[src/rtl/gate_cmp_pkg.sv]
package gate_cmp_pkg;

  localparam int unsigned MODE_W = 3;

  typedef enum logic [1:0] {
    GSEL_ABOVE   = 2'b00,
    GSEL_BELOW   = 2'b01,
    GSEL_INSIDE  = 2'b10,
    GSEL_OUTSIDE = 2'b11
  } gate_sel_e;

  typedef struct packed {
    logic      en;
    gate_sel_e sel;
  } mode_dec_t;

  typedef struct packed {
    logic gt_lo;     // count > lo
    logic lt_hi;     // count < hi
    logic order_ok;  // hi > lo
  } cmp_res_t;

endpackage

[src/rtl/gate_mode_dec.sv]
module gate_mode_dec
  import gate_cmp_pkg::*;
(
  input  logic [MODE_W-1:0] mode_i,
  output mode_dec_t         dec_o
);

  always_comb begin
    dec_o.en  = mode_i[0];
    dec_o.sel = gate_sel_e'(mode_i[2:1]);
  end

endmodule

[src/rtl/gate_thr_cmp.sv]
module gate_thr_cmp
  import gate_cmp_pkg::*;
#(
  parameter int unsigned CNT_W = 32
) (
  input  logic [CNT_W-1:0] count_i,
  input  logic [CNT_W-1:0] lo_i,
  input  logic [CNT_W-1:0] hi_i,
  output cmp_res_t         res_o
);

  // operands are unsigned logic vectors: no sign extension
  always_comb begin
    res_o.gt_lo    = count_i > lo_i;
    res_o.lt_hi    = count_i < hi_i;
    res_o.order_ok = hi_i > lo_i;
  end

endmodule

[src/rtl/gate_eval.sv]
module gate_eval
  import gate_cmp_pkg::*;
(
  input  mode_dec_t dec_i,
  input  cmp_res_t  cmp_i,
  output logic      gate_d_o,
  output logic      err_d_o
);

  logic two_thr;
  logic in_win;
  logic raw_on;

  always_comb begin
    two_thr = dec_i.sel inside {GSEL_INSIDE, GSEL_OUTSIDE};
    in_win  = cmp_i.gt_lo & cmp_i.lt_hi;
    unique case (dec_i.sel)
      GSEL_ABOVE:   raw_on = cmp_i.gt_lo;
      GSEL_BELOW:   raw_on = ~cmp_i.gt_lo;
      GSEL_INSIDE:  raw_on = in_win;
      GSEL_OUTSIDE: raw_on = ~in_win;
      default:      raw_on = 1'b0;
    endcase
    err_d_o  = dec_i.en & two_thr & ~cmp_i.order_ok;
    gate_d_o = dec_i.en & raw_on & ~err_d_o;
  end

endmodule

[src/rtl/gate_cmp_out.sv]
module gate_cmp_out
  import gate_cmp_pkg::*;
#(
  parameter int unsigned CNT_W = 32
) (
  input  logic             clk_i,
  input  logic             rst_ni,
  input  logic [2:0]       mode_i,
  input  logic [CNT_W-1:0] count_i,
  input  logic [CNT_W-1:0] lo_i,
  input  logic [CNT_W-1:0] hi_i,
  output logic             gate_o,
  output logic             cfg_err_o
);

  mode_dec_t dec;
  cmp_res_t  cmp;
  logic      gate_d;
  logic      err_d;
  logic      past_vld_q;

  gate_mode_dec u_dec (
    .mode_i (mode_i),
    .dec_o  (dec)
  );

  gate_thr_cmp #(.CNT_W(CNT_W)) u_cmp (
    .count_i (count_i),
    .lo_i    (lo_i),
    .hi_i    (hi_i),
    .res_o   (cmp)
  );

  gate_eval u_eval (
    .dec_i    (dec),
    .cmp_i    (cmp),
    .gate_d_o (gate_d),
    .err_d_o  (err_d)
  );

  always_ff @(posedge clk_i or negedge rst_ni) begin
    if (!rst_ni) begin
      gate_o     <= 1'b0;
      cfg_err_o  <= 1'b0;
      past_vld_q <= 1'b0;
    end else begin
      gate_o     <= gate_d;
      cfg_err_o  <= err_d;
      past_vld_q <= 1'b1;
    end
  end

  p_off_when_disabled_r2: assert property (@(posedge clk_i) disable iff (!rst_ni)
    (past_vld_q && !$past(mode_i[0])) |-> (!gate_o && !cfg_err_o));

  p_above_lo_r3: assert property (@(posedge clk_i) disable iff (!rst_ni)
    (past_vld_q && $past(mode_i) == 3'b001) |-> (gate_o == $past(count_i > lo_i)));

  p_window_r5: assert property (@(posedge clk_i) disable iff (!rst_ni)
    (past_vld_q && $past(mode_i) == 3'b101 && $past(hi_i > lo_i))
      |-> (gate_o == $past(count_i > lo_i && count_i < hi_i)));

  p_err_gate_off_r7: assert property (@(posedge clk_i) disable iff (!rst_ni)
    cfg_err_o |-> !gate_o);

  p_single_no_err_r7: assert property (@(posedge clk_i) disable iff (!rst_ni)
    (past_vld_q && !$past(mode_i[2])) |-> !cfg_err_o);

endmodule

[config.mk]
export PLATFORM = sky130hd
export DESIGN_NAME = gate_cmp_out
export DESIGN_NICKNAME = d
export VERILOG_FILES = /design/src/rtl/gate_cmp_pkg.sv /design/src/rtl/gate_mode_dec.sv /design/src/rtl/gate_thr_cmp.sv /design/src/rtl/gate_eval.sv /design/src/rtl/gate_cmp_out.sv
export SDC_FILE = /design/constraint.sdc
export NUM_CORES = 1
export LEC_CHECK = 0
export ABC_AREA = 1
export ABC_CLOCK_PERIOD_IN_PS = 800
export BUFFER_PORTS_ARGS = -buffer_cell sky130_fd_sc_hd__buf_2
export CAP_MARGIN = 30
export CORE_MARGIN = 3
export CORE_UTILIZATION = 45
export CTS_CLUSTER_DIAMETER = 60
export CTS_CLUSTER_SIZE = 30
export DETAILED_ROUTE_END_ITERATION = 7
export GPL_ROUTABILITY_DRIVEN = 0
export PLACE_DENSITY_LB_ADDON = 0.3
export SETUP_SLACK_MARGIN = 0.2
export SLEW_MARGIN = 20
export SYNTH_ARGS = -nofsm -noshare
export SYNTH_HDL_FRONTEND = slang
export SYNTH_SLANG_ARGS = --single-unit
[constraint.sdc]
create_clock -name clk_i -period 0.8 [get_ports clk_i]
set_clock_uncertainty 0.05 [all_clocks]
set_input_delay 0.16 -clock clk_i [delete_from_list [all_inputs] [get_ports clk_i]]
set_output_delay 0.16 -clock clk_i [all_outputs]
set_load 0.05 [all_outputs]
## Yosys cells after proc, flatten, opt, wreduce, memory -nomap -nowiden

Cells that the tools add are included.

| cells by class | value |
|---|---|
| add/sub/neg operators | 0 |
| $mul | 0 |
| divide/modulo/power cells | 0 |
| $lt $le $gt $ge | 3 |
| equal/unequal tests | 3 |
| shifts and indexed selects | 0 |
| mux-type cells | 1 |
| bitwise logic cells | 9 |
| reductions and logical operators | 2 |

Operators with widths:

| kind | number |
|---|---|
| greater-than comparator 32 bit | 2 |
| < comparator 32 bit | 1 |
| AND 1 bit | 5 |
| == test 2 bit, second input constant | 2 |
| NOT 1 bit | 4 |
| one-hot mux 1 bit (4 select lines) | 1 |
| == test 2 x 1 -> 1 bit, second input constant | 1 |
| zero test 2 bit | 1 |
| nonzero test 2 bit | 1 |

| word-level totals | value |
|---|---|
| register bits | 2 |
| latch bits | 0 |
| memory bits (writable) | 0 |
| bits in read-only memories | 0 |
| input port bits | 101 |
| output and inout port bits | 2 |
| word-level logic and storage cells | 20 |
| memories | 0 |

## Logic depth before layout (Yosys ltp)

Gate-level depths: netlist (run 1).

| logic depth | value |
|---|---|
| depth after elaboration | 6 |
| gate-level depth with buffers | 17 |
| depth with buffers taken out | 17 |

## Modules after synthesis

A second synthesis (run 1) with hierarchy kept.

| second synthesis, totals | value |
|---|---|
| cell total of the unflattened synthesis | 397 |
| area, all modules | 2555.0 µm² |

By module, submodules not included:

| module | times used | cells an instance | area each (µm²) | seq. area each (µm²) |
|---|---|---|---|---|
| gate_thr_cmp | 1 | 380 | 2434.8 | 0.0 |
| gate_cmp_out | 1 | 2 | 50.0 | 50.0 |
| gate_eval | 1 | 12 | 47.5 | 0.0 |
| gate_mode_dec | 1 | 3 | 22.5 | 0.0 |

## Worst setup path after synthesis (run 1)

OpenSTA, ideal clock, no wires.

| path | value |
|---|---|
| kind | input to register |
| start point | in lo_i[31] |
| end point | reg gate_o |
| setup time | 71 ps |
| data arrival time | 1365 ps |
| data required time | 679 ps |
| setup slack | -686 ps |
| stages | 12 |
| buffers on the path | 0 |
| path through | inv_1 > ha_1 > nand2_2 > nor2_4 > nand2_2 > nor4b_4 > nand2_1 > nand2_1 > nand2_1 > nand2_1 > nand2_1 > nor2_1 |

| on the way | value |
|---|---|
| word-level cells in the longest chain between the ends | 6 |
| elaborated cells on any way between the ends | 11 |
| those cells by class | order compare: 2; mux: 1; bitwise: 8 |

Ends and longest elaborated chain:

| element | RTL line | text |
|---|---|---|
| from (decl) | gate_cmp_out.sv:10 | `input logic [CNT_W-1:0] lo_i,` |
| greater-than comparator 32 bit | gate_thr_cmp.sv:14 | `res_o.gt_lo = count_i > lo_i;` |
| AND 1 bit | gate_eval.sv:16 | `in_win = cmp_i.gt_lo & cmp_i.lt_hi;` |
| NOT 1 bit | gate_eval.sv:21 | `GSEL_OUTSIDE: raw_on = ~in_win;` |
| one-hot mux 1 bit (4 select lines) | gate_eval.sv:17 | `unique case (dec_i.sel)` |
| AND 1 bit | gate_eval.sv:25 | `gate_d_o = dec_i.en & raw_on & ~err_d_o;` |
| AND 1 bit (*) | gate_eval.sv:25 |  |
| named net gate_d | gate_cmp_out.sv:18 | `logic gate_d;` |
| to (signal assigned) | gate_cmp_out.sv:47 | `gate_o <= gate_d;` |
| to (decl) | gate_cmp_out.sv:12 | `output logic gate_o,` |

The timed path passes the listed nets; every way through them passes the cells marked *.

## Worst setup path in the final report (run 1)

| path | value |
|---|---|
| start point | in lo_i[19] |
| end point | reg gate_o |

The elaborated chain is that of the path after synthesis.

==> impl_metrics.yaml, run 1 <==
timing:
  period_needed_ns: 1.482
  drv_slew: 0
  worstMarginPinSlew_ns: 0.2452
  hold_viol: 0
  rsz0062_at_grt: "true"
  max_clock_freq_mhz: 674.6
  worst_slack_ns: -0.6824
  setup_violations: 4
  final.period_utilization_pct: 185.3
  max-slew-margin-rel_pct: 83.59
global_routing:
  gr-max-usage-layer: "met2"
  gr-total-overflow: 0
  grt_pass1_vias: 3019
  met3_usage_pct: 2.032
  antenna_found_initial: 0
  grt_usage_pct: 23.77
  grt_max_degree: 4
  grt_pass1_wl_um: 12420
  grt_use_met2_pct: 48.18
  met1_usage_pct: 25.02
synth:
  synth_nets: 572
  synth_fa_ha_area_share_pct: 48.25
  synth.avg_cell_area_um2: 6.552
  ys_seq_area_share_pct: 2.031
  synth_cells: 376
  synth_top_area_share_pct: 48.25
  ys_ff_latch: 2
  synthMuxAreaShare_pct: 0
  syn_area_mm2: 0.002464
  synth_cell_types: 18
  yosysWarnings: 0
  yosys.area.top_type: "ha_1"
  synth_xor_area_share_pct: 0
  synth.area.top_cells: "ha_1 (48%), inv_1 (13%), nand2_1 (12%), a21oi_1 (9.5%), nor2_1 (3.5%)"
  yosys.area_share.simple_pct: 22.24
  synth_top_family_by_area: "adder cells"
  synth_compound_area_share_pct: 14.53
setup_path:
  cp_num_buf_inv: 2
  arrival_ns: 1.53
  crit_path_max_incr_delay_ns: 0.21
  crit_path_end_kind: "register"
  path_cells: "buf_2 > inv_2 > ha_4 > a21oi_1 > o21ai_1 > nand2_1 > o211ai_1 > a21oi_1 > nand2_1 > nand2_1 > nand2_2 > nand2_1 > nor2_2"
  cpMostUsedCell: "nand2_1"
  required_ns: 0.85
  crit_family: "compound AO/OA/AOI/OAI gates"
  startpoint_type: "input pin"
  crit_type: "input pin to register"
  slowest_stage: "a21oi_1"
  cp_max_fo: 2
clocking:
  htreeDepth: 1
  root_buffer: "clkbuf_8"
  clk_pin_slew_ns: 0.03
  cts_tree: "built"
  clock-sinks: 2
  clk_path_buf_depth: 2
  cts_buffers: 3
route:
  wl_um: 8101
  via_count: 2941
  antenna_left: 0
  avgRoutedWirePerCell_um: 14.29
  drc_errors: 0
  first_pass_iters: 4
  viasPerCell: 5.187
  drtIter0Drc: 86
layout:
  multiInputGateArea_mm2: 0.002801
  nets: 694
  fin_cells: 567
  antenna_cells: 0
  syn2layout_area_growth_pct: 64.80
  fillers: 363
  seq_area_um2: 51.30
  drive_gt1_share_pct: 47.89
run_status:
  status: "finished, violations left"
  violations: "setup timing"
worst_hold_path:
  hold_depth: 3
  worstHoldStart: "mode_i[0]"
  hold_end: "cfg_err_o"
  hold_path_class: "input pin to register"
placed_design:
  io_buffers: 102
  dp_cells: 559
  place_hpwl_um: 5675
  dp_slack_ns: -0.9620
floorplan:
  die-area_mm2: 0.006398
  row_count: 26
  die_w_um: 79.99
  initial_core_util_pct: 47.33
  placeableCoreArea_mm2: 0.005205
  die_y_um: 79.99
  io_pins: 103
run:
  drv_cap: 0
power_and_ir_drop:
  power_density_mw_per_mm2: 667.0
  power_mw: 2.708
  p_leak_nw: 2.145
  peakVddDrop_v: 0.0005035
-- cell usage in the layout, fill, tap and decap left out, types with 2 or more instances in the layout --
cell       n
a21oi_1   34
a21oi_2   12
buf_2     84
buf_4     17
buf_6     14
clkbuf_8   3
ha_1      50
ha_4      44
inv_1     60
inv_2     20
inv_4      3
nand2_1   66
nand2_2   16
nand3_1    4
nand3_2    2
nand4_1    7
nor2_1    13
nor2_2     9
nor2_4     3
nor3_1     2
o211ai_1   2
o21a_1     2
o21ai_0    7
o21ai_1    7
-- synth_stat cells (all sizes together) --
cell	number
o21ai	14
nand3	6
nor2	25
nand4	7
ha	95
a21o	1
a21oi	47
o211ai	2
a21boi	1
inv	85
nor3	4
o21bai	1
o21a	2
nand2	83
nor4b	1
dfrtp	2
-- worst min-delay path: stages --
cell    delay (ns)
buf_2         0.11
inv_1         0.04
nor2_1        0.04
-- area by class of cell --
cell class / instances / area share (%)
multi-input cells: 289 / 69.00
repair buffers: 117 / 18.00
flip-flops and latches: 2 / 1.263
clock buffers: 4 / 1.109
inverters: 85 / 8.475
well taps: 70 / 2.157
-- metrics by stage --
stage	instance area [um^2]	TNS (ns)	hold slack, ns	util [%]
floorplan	2587	-1.161	-0.1856	-
global placement	3268	-1.730	-0.09946	62.79
detailed placement	3268	-1.802	-0.09908	62.79
CTS	3906	-1.426	0.1121	75.05
global route	4060	-1.894	0.1384	78.00
finish	4060	-1.618	0.1208	78.00
-- routing by layer --
metal | part of all wire, % | wire (um)
met5 | 0 | 0
met4 | 2.6 | 212
met3 | 4.8 | 387
met2 | 56 | 4529
met1 | 37 | 2972
-- flip-flops by register name, indices dropped and copies added, names as in the netlist --
register,flops
gate_o,1
cfg_err_o,1
-- cell families after synthesis --
family,after synthesis
DFF,2
and+or+nand+nor,126
adders and majority gates,95
AOI/OAI and AO/OA,68
buffers and inverters,85
-- where the power goes --
| group | switching, mW | internal [mW] |
|---|---|---|
| registers | 0.00562 | 0.111 |
| logic | 1.13 | 1.04 |
| clock network | 0.0832 | 0.338 |
| total | 1.22 | 1.49 |
-- worst max path at each step --
stage | to | cells past startpoint | startpoint | slack, ns
final | gate_o | 13 | lo_i[19] | -0.68
after floorplan | gate_o | 11 | lo_i[23] | -0.61
after global placement | gate_o | 13 | lo_i[23] | -0.90
after detailed placement | gate_o | 13 | lo_i[23] | -0.96
after CTS | gate_o | 14 | lo_i[14] | -0.58
after global routing | gate_o | 16 | hi_i[7] | -0.82
-- repair_timing --
action | 4_1_cts | 5_1_grt
gates cloned | 0 | 0
setup endpoints to repair | 4 | 4
hold endpoints to repair | 2 | 0
pin swaps | 73 | 12
gates resized for setup | 106 | 29
hold buffers | 1 | 0
setup buffers | 2 | 1
Power figures use the tool's default switching activity.
==> inputs of run 2 (changes only) <==
--- a/config.mk
+++ b/config.mk
@@ -6,11 +6,11 @@
 export NUM_CORES = 1
 export LEC_CHECK = 0
 export ABC_AREA = 1
-export ABC_CLOCK_PERIOD_IN_PS = 800
-export BUFFER_PORTS_ARGS = -buffer_cell sky130_fd_sc_hd__buf_2
+export ABC_CLOCK_PERIOD_IN_PS = 1500
+export BUFFER_PORTS_ARGS = -buffer_cell sky130_fd_sc_hd__clkbuf_2
 export CAP_MARGIN = 30
 export CORE_MARGIN = 3
-export CORE_UTILIZATION = 45
+export CORE_UTILIZATION = 50
 export CTS_CLUSTER_DIAMETER = 60
 export CTS_CLUSTER_SIZE = 30
 export DETAILED_ROUTE_END_ITERATION = 7
==> constraint.sdc (replaced) <==
create_clock -name clk_i -period 1.5 [get_ports clk_i]
set_clock_uncertainty 0.05 [all_clocks]
set_input_delay 0.3 -clock clk_i [delete_from_list [all_inputs] [get_ports clk_i]]
set_output_delay 0.3 -clock clk_i [all_outputs]
set_load 0.05 [all_outputs]
==> impl_metrics.yaml, run 2 (same netlist as run 1, synthesis figures left out) <==
placed_design:
  place_hpwl_um: 5845
  io_buffers: 102
  post_dp_cell_area_mm2: 0.003261
clocking:
  cts_buffers: 3
  clk_pin_slew_ns: 0.03
  cts_tree: "built"
  clk_path_buf_depth: 2
  root_buffer: "clkbuf_8"
  htreeDepth: 1
  clock-sinks: 2
power_and_ir_drop:
  p_leak_nw: 2.168
  power_mw: 1.306
  power_density_mw_per_mm2: 348.6
  peakVddDrop_v: 0.0002056
setup_path:
  crit_path_end_kind: "register"
  cp_num_buf_inv: 2
  arrival_ns: 1.70
  crit_type: "input pin to register"
  critical_path_depth: 13
  crit_path_max_incr_delay_ns: 0.32
  required_ns: 1.55
  path_cells: "clkbuf_2 > inv_1 > ha_1 > a21oi_2 > o21ai_0 > nand2_1 > o211ai_1 > a21oi_2 > nand2_1 > nand2_1 > nand2_1 > nand2_1 > nor2_1"
  cp_max_fo: 2
  crit_family: "compound AO/OA/AOI/OAI gates"
  slowest_stage: "ha_1"
  startpoint_type: "input pin"
  cpMostUsedCell: "nand2_1"
worst_hold_path:
  hold_depth: 3
  worstHoldStart: "mode_i[0]"
  hold_end: "gate_o"
  hold_path_class: "input pin to register"
route:
  viasPerCell: 5.055
  first_pass_iters: 4
  antenna_left: 0
  drtIter0Drc: 78
  wl_um: 7342
  via_count: 2831
  avgRoutedWirePerCell_um: 13.11
  drc_errors: 0
global_routing:
  antenna_found_initial: 0
  grt_max_degree: 4
  gr-total-overflow: 0
  grt_usage_pct: 23.54
  grt_pass1_wl_um: 11780
  grt_pass1_vias: 2949
layout:
  drive_gt1_share_pct: 38.79
  final_cell_area_mm2: 0.003745
  final_common_cell: "clkbuf_2"
  nets: 693
  antenna_cells: 0
  fin_util_pct: 82.05
  layout_common_cells: "clkbuf_2 (91), nand2_1 (75), ha_1 (70)"
  syn2layout_area_growth_pct: 52.01
  reg_top3: "cfg_err_o x1, gate_o x1"
timing:
  setup_violations: 2
  worst_slack_ns: -0.1525
  rsz0062_at_grt: "true"
  worstMarginPinSlew_ns: 0.3450
  max-slew-margin-rel_pct: 76.76
  hold_viol: 0
  period_needed_ns: 1.653
  max_clock_freq_mhz: 605.1
  whs_ns: 0.2608
  drv_slew: 0
  final.period_utilization_pct: 110.2
floorplan:
  die_w_um: 76.20
  die_y_um: 76.20
  initial_core_util_pct: 53.97
  io_pins: 103
  die-area_mm2: 0.005806
  placeableCoreArea_mm2: 0.004564
  row_count: 24
run:
  drv_cap: 0
run_status:
  violations: "setup timing"
  status: "finished, violations left"
## run 2: timing repair
action	4_1_cts	5_1_grt
endpoints found under the hold margin	2	0
hold buffers	1	0
gates cloned	0	0
pin swaps	41	30
resized for setup	36	47
setup endpoints to repair	2	2
setup buffers	1	1
## run 2: worst max path at each step
stage | start | to
5_1_grt | lo_i[19] | gate_o
2_1_floorplan | lo_i[23] | gate_o
6_report | lo_i[17] | gate_o
3_3_place_gp | lo_i[23] | gate_o
4_1_cts | lo_i[21] | gate_o
3_5_place_dp | lo_i[23] | gate_o
## run 2: power breakdown
part	switching (mW)	internal [mW]	leakage (nW)
registers	0.00179	0.0587	0.0265
clock network	0.0435	0.170	0.0216
logic	0.542	0.490	2.12
## run 2: per-layer routing
layer	up-vias	GRT usage (%)	routed length, um
met2	82	50.00	4038
met4	0	2.174	58
met5	-	0	0
met3	8	1.418	267
li1	1486	-	-
met1	1255	25.83	2978
## run 2: metrics by stage
stage                     instances  TNS (ns)  worst slack (ns)
final                           560   -0.2547           -0.1525
after CTS                       559  -0.03333          -0.03333
after floorplan                 376  -0.04976          -0.04976
after global placement          554   -0.6310           -0.3555
after detailed placement        554   -0.7145           -0.4325
after global routing            560   -0.5075           -0.2732
## run 2: cell type report
type                    count  area [um^2]
clock buffers               3        41.29
fillers                   306        819.5
inverters                  85        349.1
multi-input cells         289         2515
flip-flops and latches      2        50.05
well taps                  65        81.33
repair buffers            116        708.2
==> inputs of run 3 (changes only) <==
--- a/config.mk
+++ b/config.mk
@@ -5,7 +5,6 @@
 export SDC_FILE = /design/constraint.sdc
 export NUM_CORES = 1
 export LEC_CHECK = 0
-export ABC_AREA = 1
 export ABC_CLOCK_PERIOD_IN_PS = 1500
 export BUFFER_PORTS_ARGS = -buffer_cell sky130_fd_sc_hd__clkbuf_2
 export CAP_MARGIN = 30
==> impl_metrics.yaml, run 3 <==
run_status:
  status: "finished, violations left"
  violations: "setup timing"
timing:
  max-slew-margin-rel_pct: 61.22
  max_clock_freq_mhz: 458.4
  period_needed_ns: 2.181
  rsz0062_at_grt: "true"
  worst_slack_ns: -0.6814
  final.period_utilization_pct: 145.4
  setup_violations: 2
  drv_slew: 0
  hold_viol: 0
  tns_ns: -1.042
  worstMarginPinSlew_ns: 0.5763
route:
  avgRoutedWirePerCell_um: 17.00
  drc_errors: 0
  antenna_left: 0
  drtIter0Drc: 156
  via_count: 3223
  wl_um: 9484
  viasPerCell: 5.776
  first_pass_iters: 4
setup_path:
  required_ns: 1.59
  startpoint_type: "input pin"
  critPathLaunch: "lo_i[31]"
  crit_type: "input pin to register"
  crit_path_end_kind: "register"
  cp_max_fo: 2
  arrival_ns: 2.27
clocking:
  clk_path_buf_depth: 2
  clk_pin_slew_ns: 0.03
  cts_buffers: 3
  htreeDepth: 1
  root_buffer: "clkbuf_8"
  clock-sinks: 2
  cts_tree: "built"
worst_hold_path:
  hold_path_class: "input pin to register"
  worstHoldStart: "mode_i[0]"
floorplan:
  row_count: 24
  placeableCoreArea_mm2: 0.004444
  io_pins: 103
  die-area_mm2: 0.005582
  die_w_um: 74.72
  initial_core_util_pct: 53.12
  die_y_um: 74.72
placed_design:
  dp_cells: 551
  place_hpwl_um: 7204
  io_buffers: 102
layout:
  syn2layout_area_growth_pct: 71.49
  fin_util_pct: 91.10
  antenna_cells: 0
  fin_cells: 558
  reg_top3: "cfg_err_o x1, gate_o x1"
  layout_common_cells: "clkbuf_2 (98), buf_4 (81), ha_1 (75)"
  drive_gt1_share_pct: 48.62
  final_common_cell: "clkbuf_2"
  nets: 704
synth:
  ys_seq_area_share_pct: 2.120
  synth.avg_cell_area_um2: 7.567
  yosys_most_used_dff: "dfrtp_1"
  yosys-top-cells-count: "ha_1 (95), inv_1 (66), a21oi_1 (37)"
  yosysWarnings: 0
  yosysMostFrequentCell: "ha_1"
  yosys.area.top_type: "ha_1"
  synth_cell_types: 36
  synth_top_area_share_pct: 50.34
  async_reset_ff_share_pct: 100.0
  synth_cells: 312
  syn_area_mm2: 0.002361
  synth_nets: 508
  synth.area.top_cells: "ha_1 (50%), inv_1 (10%), a21oi_1 (7.8%), nand4_1 (4.8%), nand3_1 (3.0%)"
  synth-edff-count: 0
  ys_ff_latch: 2
global_routing:
  grt_pass1_vias: 3223
  antenna_found_initial: 0
  grt_max_degree: 5
  grt_usage_pct: 29.42
  gr-total-overflow: 0
  grt_pass1_wl_um: 12900
power_and_ir_drop:
  seqPwrFrac_pct: 4.1
  p_sw_share_pct: 43.01
  peakVddDrop_v: 0.0002119
  p_leak_nw: 2.312
  p_int_mw: 0.8275
  combPwrFrac_pct: 80.1
  p_switching_mw: 0.6246
  power_mw: 1.452
  power_density_mw_per_mm2: 358.6
  power_frac_clock_pct: 15.8
run:
  drv_cap: 0
run 3: cell count changes after synthesis, moves of 7 or more:
cell     previous run  this run
nand3_1             6        14
nand2_1            79        18
a21o_1              1         9
a21oi_1            47        37
nand4_1             7        18
inv_1              85        66
nor2_1             23         5
o21ai_0            14         7
run 3: timing repair:
item | CTS | global route
hold buffers | 1 | 0
setup buffers | 1 | 2
endpoints found under the setup margin | 2 | 2
resized for setup | 5 | 22
pin swaps | 7 | 14
hold endpoints to repair | 2 | 0
run 3: worst max-delay path: stages:
cell      delay [ns]
clkbuf_2        0.12
inv_6           0.04
ha_1            0.34
nand4_1         0.18
nor4_1          0.58
a21oi_1         0.18
or3_1           0.38
a21oi_1         0.15
run 3: cells by family after synthesis:
kind of cell | count (synthesis) | synth area share, %
adders and majority gates | 95 | 50.34
AOI/OAI and AO/OA | 77 | 20.67
and+or+nand+nor | 72 | 16.38
buffers and inverters | 66 | 10.49
DFF | 2 | 2.120
run 3: final timing paths:
| path | to | slack [ns] | cells past startpoint |
|---|---|---|---|
| max in group asynchronous | gate_o | 0.93 | 2 |
| worst min-delay path | gate_o | 0.26 | 3 |
| min in group asynchronous | cfg_err_o | 0.37 | 2 |
| worst max-delay path | gate_o | -0.68 | 8 |
run 3: cell type report:
| cell class | count | area (um^2) |
|---|---|---|
| multi-input cells | 244 | 2390 |
| repair buffers | 191 | 1235 |
| fillers | 196 | 395.4 |
| inverters | 66 | 267.8 |
| well taps | 52 | 65.06 |
| flip-flops and latches | 2 | 50.05 |
| clock buffers | 3 | 41.29 |
run 3: per-layer routing:
metal | global-route usage [%] | routed length [um] | part of all wire (%) | vias to the layer above
li1 | - | - | - | 1532
met1 | 27.15 | 3257 | 34 | 1469
met2 | 60.20 | 5057 | 53 | 163
met3 | 5.474 | 583 | 6.1 | 59
met4 | 14.43 | 586 | 6.2 | 0
met5 | 0 | 0 | 0 | -
run 3: through the flow:
stage / setup slack [ns] / hold WS, ns / cell area [um^2]
after CTS: -0.5856 / 0.2491 / 3918
after floorplan: -0.5408 / -0.04559 / 2615
final: -0.6814 / 0.2609 / 4049
after detailed placement: -0.7913 / 0.03680 / 3829
after global routing: -0.8024 / 0.2646 / 4049
after global placement: -0.7557 / 0.03791 / 3829
run 3: power by group through the flow:
stage	registers, mW	clock network, mW	logic, mW
2_1_floorplan	0.0743	0	0.488
6_report	0.0600	0.229	1.16
3_5_place_dp	0.0602	0	1.04
3_3_place_gp	0.0597	0	0.973
4_1_cts	0.0596	0.223	1.07
5_1_grt	0.0600	0.225	1.26
